==> config.mk <==
export PLATFORM = sky130hd
export DESIGN_NAME = dds_sweep_core
export DESIGN_NICKNAME = d
export VERILOG_FILES = /design/src/rtl/dds_sweep_pkg.sv /design/src/rtl/dds_stage_bank.sv /design/src/rtl/dds_ramp_timer.sv /design/src/rtl/dds_accum_pair.sv /design/src/rtl/dds_sweep_core.sv
export SDC_FILE = /design/constraint.sdc
export NUM_CORES = 1
export LEC_CHECK = 0
export BUFFER_PORTS_ARGS = -buffer_cell sky130_fd_sc_hd__buf_2
export CORE_MARGIN = 4
export CORE_UTILIZATION = 24
export DETAILED_ROUTE_END_ITERATION = 10
export PLACE_DENSITY_LB_ADDON = 0.1
export SLEW_MARGIN = 20
export SYNTH_ARGS = -nofsm -noshare
export SYNTH_HDL_FRONTEND = slang
export SYNTH_SLANG_ARGS = --single-unit
==> constraint.sdc <==
create_clock -name clk_i -period 5.26 [get_ports clk_i]
set_input_delay 0 -clock clk_i [delete_from_list [all_inputs] [get_ports clk_i]]
set_output_delay 0 -clock clk_i [all_outputs]
set_load 0.03 [all_outputs]
==> src/rtl/dds_sweep_pkg.sv <==
package dds_sweep_pkg;
  localparam int CTRL_W = 3;

  // control word layout; bit positions are part of the register interface
  typedef struct packed {
    logic clr_phase; // bit 2
    logic clr_freq;  // bit 1
    logic sweep_en;  // bit 0
  } ctrl_t;
endpackage

==> src/rtl/dds_stage_bank.sv <==
module dds_stage_bank
  import dds_sweep_pkg::*;
#(
  parameter int AW = 32,
  parameter int RW = 16
) (
  input  logic          clk_i,
  input  logic          rst_ni,
  input  logic          tw_wr_i,
  input  logic [AW-1:0] tw_data_i,
  input  logic          step_wr_i,
  input  logic [AW-1:0] step_data_i,
  input  logic          rate_wr_i,
  input  logic [RW-1:0] rate_data_i,
  input  logic          ctrl_wr_i,
  input  ctrl_t         ctrl_data_i,
  input  logic          update_i,
  output logic [AW-1:0] tw_stg_o,
  output logic          tw_pend_o,
  output ctrl_t         ctrl_stg_o,
  output logic [AW-1:0] step_act_o,
  output logic [RW-1:0] rate_act_o,
  output ctrl_t         ctrl_act_o
);
  logic [AW-1:0] step_stg_q;
  logic [RW-1:0] rate_stg_q;

  // staging registers: written by the host side, no effect on the engine
  always_ff @(posedge clk_i or negedge rst_ni) begin
    if (!rst_ni) begin
      tw_stg_o   <= '0;
      step_stg_q <= '0;
      rate_stg_q <= '0;
      ctrl_stg_o <= '0;
    end else begin
      if (tw_wr_i)   tw_stg_o   <= tw_data_i;
      if (step_wr_i) step_stg_q <= step_data_i;
      if (rate_wr_i) rate_stg_q <= rate_data_i;
      if (ctrl_wr_i) ctrl_stg_o <= ctrl_data_i;
    end
  end

  // a tuning word is pending from its write until the next strobe;
  // a write that coincides with a strobe stays pending for the next one
  always_ff @(posedge clk_i or negedge rst_ni) begin
    if (!rst_ni) tw_pend_o <= 1'b0;
    else         tw_pend_o <= tw_wr_i | (tw_pend_o & ~update_i);
  end

  // active copies seen by the ramp timer and accumulators
  always_ff @(posedge clk_i or negedge rst_ni) begin
    if (!rst_ni) begin
      step_act_o <= '0;
      rate_act_o <= '0;
      ctrl_act_o <= '0;
    end else if (update_i) begin
      step_act_o <= step_stg_q;
      rate_act_o <= rate_stg_q;
      ctrl_act_o <= ctrl_stg_o;
    end
  end
endmodule

==> src/rtl/dds_ramp_timer.sv <==
module dds_ramp_timer #(
  parameter int RW = 16
) (
  input  logic          clk_i,
  input  logic          rst_ni,
  input  logic          update_i,
  input  logic          sweep_en_i,
  input  logic [RW-1:0] rate_i,
  output logic          step_evt_o
);
  localparam logic [RW-1:0] ONE = RW'(1);

  // an interval of zero is promoted to one
  function automatic logic [RW-1:0] eff_rate(input logic [RW-1:0] r);
    return (r == '0) ? ONE : r;
  endfunction

  logic [RW-1:0] cnt_q;
  logic          wrap_w;

  assign wrap_w     = (cnt_q == eff_rate(rate_i) - ONE);
  assign step_evt_o = sweep_en_i & ~update_i & wrap_w;

  always_ff @(posedge clk_i or negedge rst_ni) begin
    if (!rst_ni)                       cnt_q <= '0;
    else if (update_i || !sweep_en_i)  cnt_q <= '0;
    else if (wrap_w)                   cnt_q <= '0;
    else                               cnt_q <= cnt_q + ONE;
  end
endmodule

==> src/rtl/dds_accum_pair.sv <==
module dds_accum_pair #(
  parameter int AW = 32
) (
  input  logic          clk_i,
  input  logic          rst_ni,
  input  logic          update_i,
  input  logic          load_tw_i,
  input  logic [AW-1:0] tw_i,
  input  logic          clr_freq_i,
  input  logic          clr_phase_i,
  input  logic          step_evt_i,
  input  logic [AW-1:0] step_i,
  output logic [AW-1:0] freq_o,
  output logic [AW-1:0] phase_o
);
  // frequency on a strobe: clear first, then a new word overrides the clear
  function automatic logic [AW-1:0] strobe_freq(input logic [AW-1:0] cur,
                                                input logic load, input logic [AW-1:0] tw,
                                                input logic clr);
    logic [AW-1:0] v;
    v = clr ? '0 : cur;
    if (load) v = tw;
    return v;
  endfunction

  // signed step added with wrap modulo 2^AW
  function automatic logic [AW-1:0] sweep_add(input logic [AW-1:0] cur,
                                              input logic [AW-1:0] stp);
    return cur + stp;
  endfunction

  always_ff @(posedge clk_i or negedge rst_ni) begin
    if (!rst_ni)         freq_o <= '0;
    else if (update_i)   freq_o <= strobe_freq(freq_o, load_tw_i, tw_i, clr_freq_i);
    else if (step_evt_i) freq_o <= sweep_add(freq_o, step_i);
  end

  always_ff @(posedge clk_i or negedge rst_ni) begin
    if (!rst_ni)                     phase_o <= '0;
    else if (update_i && clr_phase_i) phase_o <= '0;
    else                             phase_o <= phase_o + freq_o;
  end
endmodule

==> src/rtl/dds_sweep_core.sv <==
module dds_sweep_core
  import dds_sweep_pkg::*;
#(
  parameter int AW = 32,
  parameter int RW = 16
) (
  input  logic          clk_i,
  input  logic          rst_ni,
  input  logic          tw_wr_i,
  input  logic [AW-1:0] tw_data_i,
  input  logic          step_wr_i,
  input  logic [AW-1:0] step_data_i,
  input  logic          rate_wr_i,
  input  logic [RW-1:0] rate_data_i,
  input  logic          ctrl_wr_i,
  input  logic [2:0]    ctrl_data_i,
  input  logic          update_i,
  output logic [AW-1:0] freq_o,
  output logic [AW-1:0] phase_o,
  output logic          step_tick_o
);
  // named internal events, also observed by the checker
  logic [AW-1:0] tw_stg_w;
  logic          tw_pend_w;
  ctrl_t         ctrl_stg_w;
  logic [AW-1:0] step_act_w;
  logic [RW-1:0] rate_act_w;
  ctrl_t         ctrl_act_w;
  logic          step_evt_w;
  logic          tick_q;

  dds_stage_bank #(.AW(AW), .RW(RW)) stage_i (
    .clk_i       (clk_i),
    .rst_ni      (rst_ni),
    .tw_wr_i     (tw_wr_i),
    .tw_data_i   (tw_data_i),
    .step_wr_i   (step_wr_i),
    .step_data_i (step_data_i),
    .rate_wr_i   (rate_wr_i),
    .rate_data_i (rate_data_i),
    .ctrl_wr_i   (ctrl_wr_i),
    .ctrl_data_i (ctrl_t'(ctrl_data_i)),
    .update_i    (update_i),
    .tw_stg_o    (tw_stg_w),
    .tw_pend_o   (tw_pend_w),
    .ctrl_stg_o  (ctrl_stg_w),
    .step_act_o  (step_act_w),
    .rate_act_o  (rate_act_w),
    .ctrl_act_o  (ctrl_act_w)
  );

  dds_ramp_timer #(.RW(RW)) ramp_i (
    .clk_i      (clk_i),
    .rst_ni     (rst_ni),
    .update_i   (update_i),
    .sweep_en_i (ctrl_act_w.sweep_en),
    .rate_i     (rate_act_w),
    .step_evt_o (step_evt_w)
  );

  // autoclear flags come from the control word this strobe is loading
  dds_accum_pair #(.AW(AW)) accum_i (
    .clk_i       (clk_i),
    .rst_ni      (rst_ni),
    .update_i    (update_i),
    .load_tw_i   (tw_pend_w),
    .tw_i        (tw_stg_w),
    .clr_freq_i  (ctrl_stg_w.clr_freq),
    .clr_phase_i (ctrl_stg_w.clr_phase),
    .step_evt_i  (step_evt_w),
    .step_i      (step_act_w),
    .freq_o      (freq_o),
    .phase_o     (phase_o)
  );

  always_ff @(posedge clk_i or negedge rst_ni) begin
    if (!rst_ni) tick_q <= 1'b0;
    else         tick_q <= step_evt_w;
  end
  assign step_tick_o = tick_q;
endmodule

==> impl_results.md <==
* Status: finished, final reports clean
* RR Startpoint: stage_i.rate_act_o[9]
* CTS tree: built
* Type of the tightest min-delay check: in2async
* Post-Syn Nets at 1279
* Overflow after GRT at 0
* Setup TNS Final at 0 ps
* Critical Path Start Type: flop
* Synthesized instance count at between 1000 and 1500
* Leakage at between 6 and 7 nW
* CTS H-Tree Depth at 1
* CTS Buf Count at 28
* Final setup viols at 0
* Starting Density at between 20% and 30%
* Worst-path clk slew at roughly 60 ps
* Worst-Skew Late Latency at approximately 560 ps
* Pin count of the biggest net entering global routing at 120
* Initial DRC Count at around 490
* Fin nets at between 1500 and 2000
* Total global-route track usage at around 14%
* Detailed Place HPWL at between 20000 and 30000 um
* Sequential share of the synthesized area at ~45%
* # resized after CTS at 0
* Cell row count at 81
* Minimum clock period after layout at 3990 ps
* Flops & latches, synth at 214
* Core ar. at about 0.049 sq mm
* Yosys cell types at 71
* I/O pin count at 155
* Synth Cell Area at roughly 0.012 sq mm
* Initial antenna violation count at 0
* Die ar. at between 0.05 and 0.06 sq mm
* Max-cap violation count at 0
* Post-Layout Cell Count at 2058
* Synth async-reset ratio at 100%
* Ys Warns at 0
* Worst IR Drop VDD at between 200 and 250 uV
* Period Utilization, post-route at 75.9%
* Depth of the worst register-to-register path at 15
* Relative slew slack at between 30% and 40%
* Worst Skew at 21.5 ps
* Worst r2r dst: accum_i.freq_o[28]
* Layout cells sized above 1 at 25.1%
* First-pass GRT wire length at ~58000 um
* PortBufs at roughly 150
* CTS sink count at between 200 and 250
* Die height at around 230 um
* DRC Markers at 0
* Drt first pass iters at 4
* Fin. Hold Viols at 0
* Number of global-route vias before repair at 9616
* FMAX at around 250 MHz
* Largest fanout on the critical path at 27
* Unrepaired setup endpoints after global routing: false
* Via count at 9376
* Vias per inst at between 4 and 5
* Final Slew Violations at 0
* Post-route antenna net violation count at 0
* Area growth, synth to finish at 28.9%
* Routability cong. at between 0.8 and 0.9
* Final WL at about 37000 um
* Avg Inst Size Synth at 10.6 sq um
* Die Wd at 230 um
* ANT cells at 0
* CTS Buffer Depth at 3
* Routed len/inst at 18.0 um
* Root Buffer: clkbuf_16
* CP Class: reg2reg
* Layout Utilization at around 31%
* Design Power at 8.40 mW
* Top FF cell, synth: dfrtp_1
* Power per cell area at 550 mW/mm^2
* EDFF count, synth at 0
* CP required at around 5700 ps
* Worst-Margin Slew at slightly above 1000 ps
* Placed insts at roughly 1900
* WP data arrival at roughly 4400 ps
* R2R Setup Slk at 1270 ps
* Critical path endpoint category: flop
## where the power goes
part / total [mW] / internal, mW / leakage [nW] / switching [mW]
clock network: 1.89 / 1.13 / 0.443 / 0.757
logic: 4.14 / 1.68 / 3.68 / 2.46
registers: 2.37 / 2.01 / 2.56 / 0.366
total: 8.40 / 4.82 / 6.67 / 3.58
## worst max-delay path by stage
stage | from | cells past startpoint | endpoint | slack (ps)
global route | stage_i.rate_act_o[7] | 15 | accum_i.freq_o[28] | 820
CTS | stage_i.rate_act_o[9] | 15 | accum_i.freq_o[28] | 1210
floorplan | stage_i.rate_act_o[7] | 17 | accum_i.freq_o[20] | 1930
finish | stage_i.rate_act_o[9] | 15 | accum_i.freq_o[28] | 1270
detailed placement | stage_i.rate_act_o[9] | 15 | accum_i.freq_o[28] | 1220
global placement | stage_i.rate_act_o[9] | 15 | accum_i.freq_o[28] | 1220
## area by class of cell
class | count | area, sq um
Fill cell | 5174 | 33600
Multi-Input combinational cell | 845 | 6230
Sequential cell | 214 | 5360
Timing Repair Buffer | 264 | 1880
Clock buffer | 42 | 835
Tap cell | 664 | 831
Inverter | 21 | 78.8
Clock inverter | 8 | 70.1
## layout by cell type (no fill, tap or decap), types with 46 or more instances in the layout
cell / count
o21ai_0: 48
dlygate4sd3_1: 103
buf_2: 153
dfrtp_1: 214
mux2_2: 129
xnor2_1: 46
ha_1: 64
a21oi_1: 88
nand2_1: 61
nor2_1: 97
## registers in the layout, summed over array words and instances (netlist names)
name,count
stage_i.tw_pend_o,1
ramp_i.cnt_q,16
stage_i.step_stg_q,32
stage_i.tw_stg_o,32
stage_i.ctrl_act_o,1
stage_i.rate_stg_q,16
stage_i.step_act_o,32
stage_i.ctrl_stg_o,3
accum_i.phase_o,32
step_tick_o,1
accum_i.freq_o,32
stage_i.rate_act_o,16
## cell usage after synthesis (all sizes together), types with 25 or more instances
cell type / n / area (sq um)
mux2: 129 / 1450
xor2: 35 / 307
a21oi: 88 / 440
xnor2: 46 / 403
ha: 64 / 801
clkbuf: 27 / 101
nand3: 27 / 135
nor2: 98 / 370
a21o: 25 / 188
dfrtp: 214 / 5360
nand2: 61 / 229
nor3: 36 / 185
o21ai: 48 / 240
## metrics by stage
stage          area (sq um)  hold slack (ps)  setup slack, ps
6_report              15300             57.4             1270
5_1_grt               15300              141              818
4_1_cts               15300             72.4             1210
3_5_place_dp          13300              103             1220
3_3_place_gp          13300              110             1220
2_1_floorplan         11900             -296             1930
## critical path, stage by stage (launching register included)
cell and delay [ps]:
dfrtp_1 460, nor4_4 430, nand3_1 220, nor2_1 190, nor2_1 60, ha_1 230, nor3b_1 180, and4b_1 240
nor3b_1 190, a31o_2 150, nand4_2 110, nor4b_4 450, nand2b_2 210, buf_4 290, o21ai_0 130, o32a_1 310
## routing by layer
| metal | track usage (%) | part of all wire (%) |
|---|---|---|
| met5 | 0 | 0 |
| met3 | 2.51 | 4.4 |
| met1 | 19.3 | 48 |
| met2 | 22.7 | 46 |
| met4 | 2.68 | 2.0 |
## kinds of logic (layout without fill, tap and decap cells)
group,count (synthesis),after routing,share of synthesized area (%)
AOI/OAI and AO/OA,259,259,13.9
xor gates and xnor gates,81,81,5.98
adders and majority gates,66,66,7.09
buffers and inverters,64,335,2.28
DFF,214,214,45.2
muxes,132,132,12.5
and+or+nand+nor,307,307,13.1
## what timing repair did
action	in CTS	in global routing
buffers inserted	0	0
hold buffers	103	0
setup endpoints to repair	0	0
hold endpoints to repair	178	0
(Power assumes the default switching activity.)
